==> src/rtl/ic_pkg.sv <==
// Package: shared mode encoding and per-mode gate rules for the counter channel.
// Assumes mode codes 6 and 7 fold onto 2 and 3.
package ic_pkg;

    typedef enum logic [2:0] {
        M_TERM     = 3'd0,
        M_ONESHOT  = 3'd1,
        M_RATE     = 3'd2,
        M_SQUARE   = 3'd3,
        M_SWSTROBE = 3'd4,
        M_HWSTROBE = 3'd5
    } ic_mode_e;

    // Map the raw 3-bit code onto one of the six modes.
    function automatic ic_mode_e fold_mode(input logic [2:0] code);
        if (code[2] && code[1])
            return ic_mode_e'({1'b0, code[1:0]});
        return ic_mode_e'(code);
    endfunction

    // Modes where a rising gate edge restarts the period.
    function automatic logic gate_restarts(input ic_mode_e m);
        return (m == M_ONESHOT) || (m == M_RATE) || (m == M_SQUARE) || (m == M_HWSTROBE);
    endfunction

    // Modes where a low gate holds the count.
    function automatic logic gate_suspends(input ic_mode_e m);
        return (m == M_TERM) || (m == M_SWSTROBE);
    endfunction

endpackage

==> src/rtl/ic_elapsed.sv <==
// Elapsed-tick tracker. Keeps three views of the ticks since the last load or
// gate restart: a wrapping CNT_W-bit total, a total saturating just above the
// span, and the phase within the period (total mod span).
// Assumes span is in 1..2^CNT_W and only changes on a load.
module ic_elapsed
    import ic_pkg::*;
#(
    parameter int CNT_W = 16
) (
    input  logic              clk,
    input  logic              rst_n,
    input  logic              tick,
    input  logic              gate,
    input  logic              load,
    input  ic_mode_e          mode,
    input  logic [CNT_W:0]    span,
    output logic [CNT_W-1:0]  wrap_d,
    output logic [CNT_W:0]    run_d,
    output logic [CNT_W:0]    phase
);

    localparam int SPAN_W = CNT_W + 1;

    logic gate_q;
    logic rise;
    logic hold;

    assign rise = tick && gate && !gate_q;
    assign hold = gate_suspends(mode) && !gate;

    // Gate level seen at the previous tick, for edge detection.
    always_ff @(posedge clk) begin
        if (!rst_n)
            gate_q <= 1'b0;
        else if (tick)
            gate_q <= gate;
    end

    // Advance, restart or clear the elapsed-tick views.
    always_ff @(posedge clk) begin
        if (!rst_n || load || (rise && gate_restarts(mode))) begin
            wrap_d <= '0;
            run_d  <= '0;
            phase  <= '0;
        end else if (tick && !hold) begin
            wrap_d <= wrap_d + CNT_W'(1);
            if (run_d <= span)
                run_d <= run_d + SPAN_W'(1);
            phase  <= (phase == span - SPAN_W'(1)) ? '0 : phase + SPAN_W'(1);
        end
    end

endmodule

==> src/rtl/ic_wave.sv <==
// Output waveform decoder. Derives the pin level from the elapsed views and
// the span. Purely combinational. Assumes run_d saturates at span+1.
module ic_wave
    import ic_pkg::*;
#(
    parameter int CNT_W = 16
) (
    input  ic_mode_e          mode,
    input  logic [CNT_W:0]    span,
    input  logic [CNT_W:0]    run_d,
    input  logic [CNT_W:0]    phase,
    output logic              pin
);

    localparam int EXT_W = CNT_W + 2;

    logic [EXT_W-1:0] half;
    logic             started;
    logic             reached;
    logic             at_span;

    assign half    = ({1'b0, span} + EXT_W'(1)) >> 1;
    assign started = (run_d != '0);
    assign reached = (run_d >= span);
    assign at_span = (run_d == span);

    // Select the pin level for the active mode.
    always_comb begin
        unique case (mode)
            M_TERM, M_ONESHOT:     pin = reached;
            M_RATE:                pin = !((phase == '0) && started);
            M_SQUARE:              pin = ({1'b0, phase} < half);
            M_SWSTROBE, M_HWSTROBE: pin = at_span;
            default:               pin = 1'b1;
        endcase
    end

endmodule

==> src/rtl/ic_readout.sv <==
// Readable count generator. Converts the elapsed views into the count the host
// side sees. Purely combinational. Assumes phase < span.
module ic_readout
    import ic_pkg::*;
#(
    parameter int CNT_W = 16
) (
    input  ic_mode_e          mode,
    input  logic [CNT_W:0]    span,
    input  logic [CNT_W-1:0]  wrap_d,
    input  logic [CNT_W:0]    phase,
    output logic [CNT_W-1:0]  cnt
);

    localparam int SPAN_W = CNT_W + 1;
    localparam int EXT_W  = CNT_W + 2;

    logic [EXT_W-1:0] dbl;
    logic [EXT_W-1:0] fold;

    assign dbl  = {phase, 1'b0};
    assign fold = (dbl >= {1'b0, span}) ? dbl - {1'b0, span} : dbl;

    // Pick the count formula for the active mode.
    always_comb begin
        unique case (mode)
            M_RATE:   cnt = CNT_W'(span - phase);
            M_SQUARE: cnt = CNT_W'(span - SPAN_W'(fold));
            default:  cnt = CNT_W'(span) - wrap_d;
        endcase
    end

endmodule

==> src/rtl/ic_channel.sv <==
// Interval counter channel top. Holds the starting count, expands zero to
// 2^CNT_W, and connects the elapsed tracker, waveform decoder and readout.
// Assumes a load may arrive on any cycle; counting waits for tick_i.
module ic_channel
    import ic_pkg::*;
#(
    parameter int CNT_W = 16
) (
    input  logic              clk,
    input  logic              rst_n,
    input  logic              tick_i,
    input  logic              gate_i,
    input  logic              load_i,
    input  logic [CNT_W-1:0]  load_val_i,
    input  logic [2:0]        mode_i,
    output logic [CNT_W-1:0]  cnt_o,
    output logic              out_o
);

    localparam int SPAN_W = CNT_W + 1;
    localparam logic [SPAN_W-1:0] FULL_SPAN = SPAN_W'(1) << CNT_W;

    ic_mode_e          mode;
    logic [CNT_W-1:0]  init_q;
    logic [SPAN_W-1:0] span;
    logic [CNT_W-1:0]  wrap_d;
    logic [SPAN_W-1:0] run_d;
    logic [SPAN_W-1:0] phase;

    assign mode = fold_mode(mode_i);
    assign span = (init_q == '0) ? FULL_SPAN : {1'b0, init_q};

    // Capture the starting count on a load.
    always_ff @(posedge clk) begin
        if (!rst_n)
            init_q <= '0;
        else if (load_i)
            init_q <= load_val_i;
    end

    ic_elapsed #(.CNT_W(CNT_W)) elapsed_i (
        .clk    (clk),
        .rst_n  (rst_n),
        .tick   (tick_i),
        .gate   (gate_i),
        .load   (load_i),
        .mode   (mode),
        .span   (span),
        .wrap_d (wrap_d),
        .run_d  (run_d),
        .phase  (phase)
    );

    ic_wave #(.CNT_W(CNT_W)) wave_i (
        .mode  (mode),
        .span  (span),
        .run_d (run_d),
        .phase (phase),
        .pin   (out_o)
    );

    ic_readout #(.CNT_W(CNT_W)) readout_i (
        .mode   (mode),
        .span   (span),
        .wrap_d (wrap_d),
        .phase  (phase),
        .cnt    (cnt_o)
    );

endmodule

==> config.mk <==
export PLATFORM = sky130hd
export DESIGN_NAME = ic_channel
export DESIGN_NICKNAME = d
export VERILOG_FILES = /design/src/rtl/ic_pkg.sv /design/src/rtl/ic_elapsed.sv /design/src/rtl/ic_wave.sv /design/src/rtl/ic_readout.sv /design/src/rtl/ic_channel.sv
export SDC_FILE = /design/constraint.sdc
export NUM_CORES = 1
export LEC_CHECK = 0
export CAP_MARGIN = 20
export CORE_ASPECT_RATIO = 0.7
export CORE_MARGIN = 2
export CORE_UTILIZATION = 60
export DETAILED_ROUTE_END_ITERATION = 16
export GPL_ROUTABILITY_DRIVEN = 0
export PLACE_DENSITY_LB_ADDON = 0.05
export SYNTH_ARGS = -nofsm -noshare
export SYNTH_HDL_FRONTEND = slang
export SYNTH_SLANG_ARGS = --single-unit
==> constraint.sdc <==
create_clock -name clk -period 7.7 [get_ports clk]
set_input_delay 1.155 -clock clk [delete_from_list [all_inputs] [get_ports clk]]
set_output_delay 1.155 -clock clk [all_outputs]
set_load 0.02 [all_outputs]
==> reports/metrics.csv <==
metric,value,unit
first_pass_iters,5,
drt-initial-drc-count,549,
pre_cts_ws,66.20,ps
fin_area,7711,sq um
cts-root-buf,clkbuf_16,
cts.sinks,67,
antenna_left,0,
netlist_top_cells_area,"dfxtp_1 (20%), ha_1 (13%), xnor2_1 (7.2%)",
synth-edff-count,0,
port_buffers,40,
min_period,7489,ps
grt_start_max_net_pins,27,
diodes,0,
rows,32,
regArea,1341,sq um
hp-class,flop to flop,
instances_no_fill,1045,
cap_violations,0,
start_util,0.6153,
synth_cell_type_count,74,
crit_fanout,5,
ir_worst_vdd,0.1128,mV
grt_pass1_vias,6205,
required,6550,ps
async_flop_share,0,
tightest_slew,1115,ps
grt_pass1_wl,31660,um
critPathArrivalTime,6330,ps
critPathLaunchType,flop,
hpwl,15080,um
layout_setup_ws,211.4,ps
avgSynthCellArea,7.924,sq um
clk_latency,350,ps
cp-end-kind,primary output,
finalCritPeriodShare,0.9725,
cts.path.max_buffers,2,
syn_nets,954,
synth.top_cell.area_share,0.1980,
power.density,151.8,nW/um^2
maxSlewHeadroom,0.2543,
viasPerCell,6.257,
io_pins,41,
n_fill_cell,881,
synth_warnings,0,
antenna_found_initial,0,
grt_usage,0.3336,
drv_slew,0,
dp_cells,1022,
die_x,131.0,um
fin_nets,986,
post_synth_inst_count,855,
setup_viol,0,
fmax,133.5,MHz
gr-total-overflow,0,
status,completed,
final-hold-violation-count,0,
clk_pin_slew,60,ps
cts_buffers,9,
hold_buffers,0,
multi_input_area,5064,sq um
drive_above_1_share,0.1054,
synth_seq_cells,67,
leakagePower,0.003181,uW
drt-wirelength-per-cell,18.74,um
vias,6539,
finClkSkew,7.013,ps
cts_max_level,3,
drc,0,
synth_ff_type,dfxtp_1,
path_class,flop to primary output,
routed_wl,19590,um
yosys.area.top_type,dfxtp_1,
netlist_area,6775,sq um
cts_tree,done,
syn_to_final_growth,13.81,%
dpl-instance-area,7315,sq um
synth_seq_area_share,0.1980,
final_core_util,0.7003,
fp.coreArea,11010,sq um
die_height,92.91,um
die_area,12170,sq um
## metal layers
| metal | up-vias | track usage | wire length (um) |
|---|---|---|---|
| met5 | - | 0 | 0 |
| met4 | 0 | 0.09574 | 408 |
| met2 | 307 | 0.4983 | 8370 |
| met3 | 46 | 0.08146 | 1895 |
| met1 | 3078 | 0.4740 | 8911 |
| li1 | 3108 | - | - |
## sequential cells by signal, summed over array words and instances (netlist names)
signal / flops
elapsed_i.phase: 17
elapsed_i.run_d: 17
elapsed_i.wrap_d: 16
init_q: 16
elapsed_i.gate_q: 1
## layout make-up
class	count	area share
inverter	39	0.01898
multi-input combinational	693	0.6567
sequential	67	0.1739
clock inverter	5	0.004705
timing repair buffer	77	0.08811
clock buffer	11	0.03278
tap	153	0.02483
## cells by family (layout without fill, tap and decap cells)
kind of cell	Yosys count	count (layout)	synth area share
simple gates	316	316	0.2440
buf+inv	95	132	0.06445
flops	67	67	0.1980
mux	45	45	0.06722
compound gates	172	172	0.1765
other cells	1	1	0.0005535
fa+ha+maj	75	75	0.1407
xor+xnor	84	84	0.1086
## power breakdown
| part | internal (uW) | switching (uW) | total [uW] | leakage (uW) |
|---|---|---|---|---|
| registers | 353 | 6.07 | 359 | 0.000543 |
| logic | 180 | 226 | 406 | 0.00250 |
| clock network | 236 | 169 | 405 | 0.000134 |
## repair_timing
action / in CTS / in global routing
pin swaps: 0 / 7
endpoints found under the setup margin: 4 / 7
gates cloned: 0 / 0
buffers inserted: 0 / 7
resized for setup: 4 / 16
hold endpoints to repair: 0 / 0
## per-stage QoR
| step | hold WS, ps | setup TNS, ps | power (uW) |
|---|---|---|---|
| 6_report | 513.3 | 0 | 1170 |
| 4_1_cts | 512.0 | 0 | 1155 |
| 3_3_place_gp | 479.8 | 0 | 741.2 |
| 2_1_floorplan | 459.7 | 0 | 628.7 |
| 3_5_place_dp | 500.6 | 0 | 750.3 |
| 5_1_grt | 523.3 | -141.5 | 1225 |
## worst max-delay path, stage by stage (launching register included)
cell	delay, ps
dfxtp_1	330
inv_1	80
ha_1	240
nor3b_1	160
and4_1	230
inv_2	80
nand2_1	100
fa_2	420
a21oi_4	190
o211ai_1	130
a31oi_2	260
a21oi_2	90
nor4_1	230
o21a_2	260
mux2_2	350
mux2_2	260
mux2i_1	150
ha_1	280
o21a_1	120
o31a_1	140
o41a_1	470
a2111oi_4	450
o2bb2ai_2	180
o21ai_1	120
a31oi_1	210
xnor2_1	150
xnor2_1	130
clkbuf_2	190
## layout by cell type (no fill, tap or decap), types with 3 or more instances in the layout
| master | instances |
|---|---|
| a21oi_1 | 43 |
| o211ai_1 | 6 |
| a21oi_2 | 3 |
| nor2_2 | 10 |
| a21o_1 | 21 |
| nor2_1 | 70 |
| or3_1 | 7 |
| nor4_4 | 3 |
| o21ai_1 | 3 |
| nand3_1 | 28 |
| mux2_2 | 4 |
| dfxtp_1 | 67 |
| or4_1 | 8 |
| and2_1 | 3 |
| clkbuf_16 | 9 |
| xnor2_1 | 56 |
| xor2_1 | 28 |
| and3_1 | 23 |
| nand2_1 | 68 |
| clkinvlp_4 | 3 |
| o31a_1 | 3 |
| o221ai_1 | 3 |
| buf_4 | 37 |
| nor4b_1 | 3 |
| nor2b_1 | 20 |
| dlymetal6s2s_1 | 3 |
| o31ai_1 | 8 |
| clkdlybuf4s50_1 | 35 |
| nor4_1 | 9 |
| o21ai_0 | 22 |
| o2111ai_1 | 3 |
| mux2i_1 | 41 |
| ha_1 | 73 |
| a211oi_1 | 9 |
| o21a_1 | 13 |
| inv_1 | 38 |
| nand4_1 | 17 |
| nor3_1 | 22 |
| nand2b_1 | 14 |
## path summary, 6_finish.rpt
check | from | to | slack, ps | depth (start not counted)
worst min-delay path | elapsed_i.wrap_d[7] | elapsed_i.wrap_d[7] | 510 | 2
worst max register to register | init_q[8] | elapsed_i.run_d[11] | 3780 | 16
worst min register to register | elapsed_i.wrap_d[7] | elapsed_i.wrap_d[7] | 510 | 2
worst max-delay path | init_q[0] | cnt_o[15] | 210 | 27
## synth_stat cells (20+ instances only)
library cell,count
a21oi_1,46
ha_1,73
nor3_1,22
nor2b_1,20
clkbuf_1,38
dfxtp_1,67
nand3_1,28
nand2_1,68
xor2_1,28
xnor2_1,56
and3_1,23
inv_1,38
a21o_1,21
o21ai_0,22
nor2_1,70
mux2i_1,41
No activity file was read; power rests on OpenSTA's default activity.
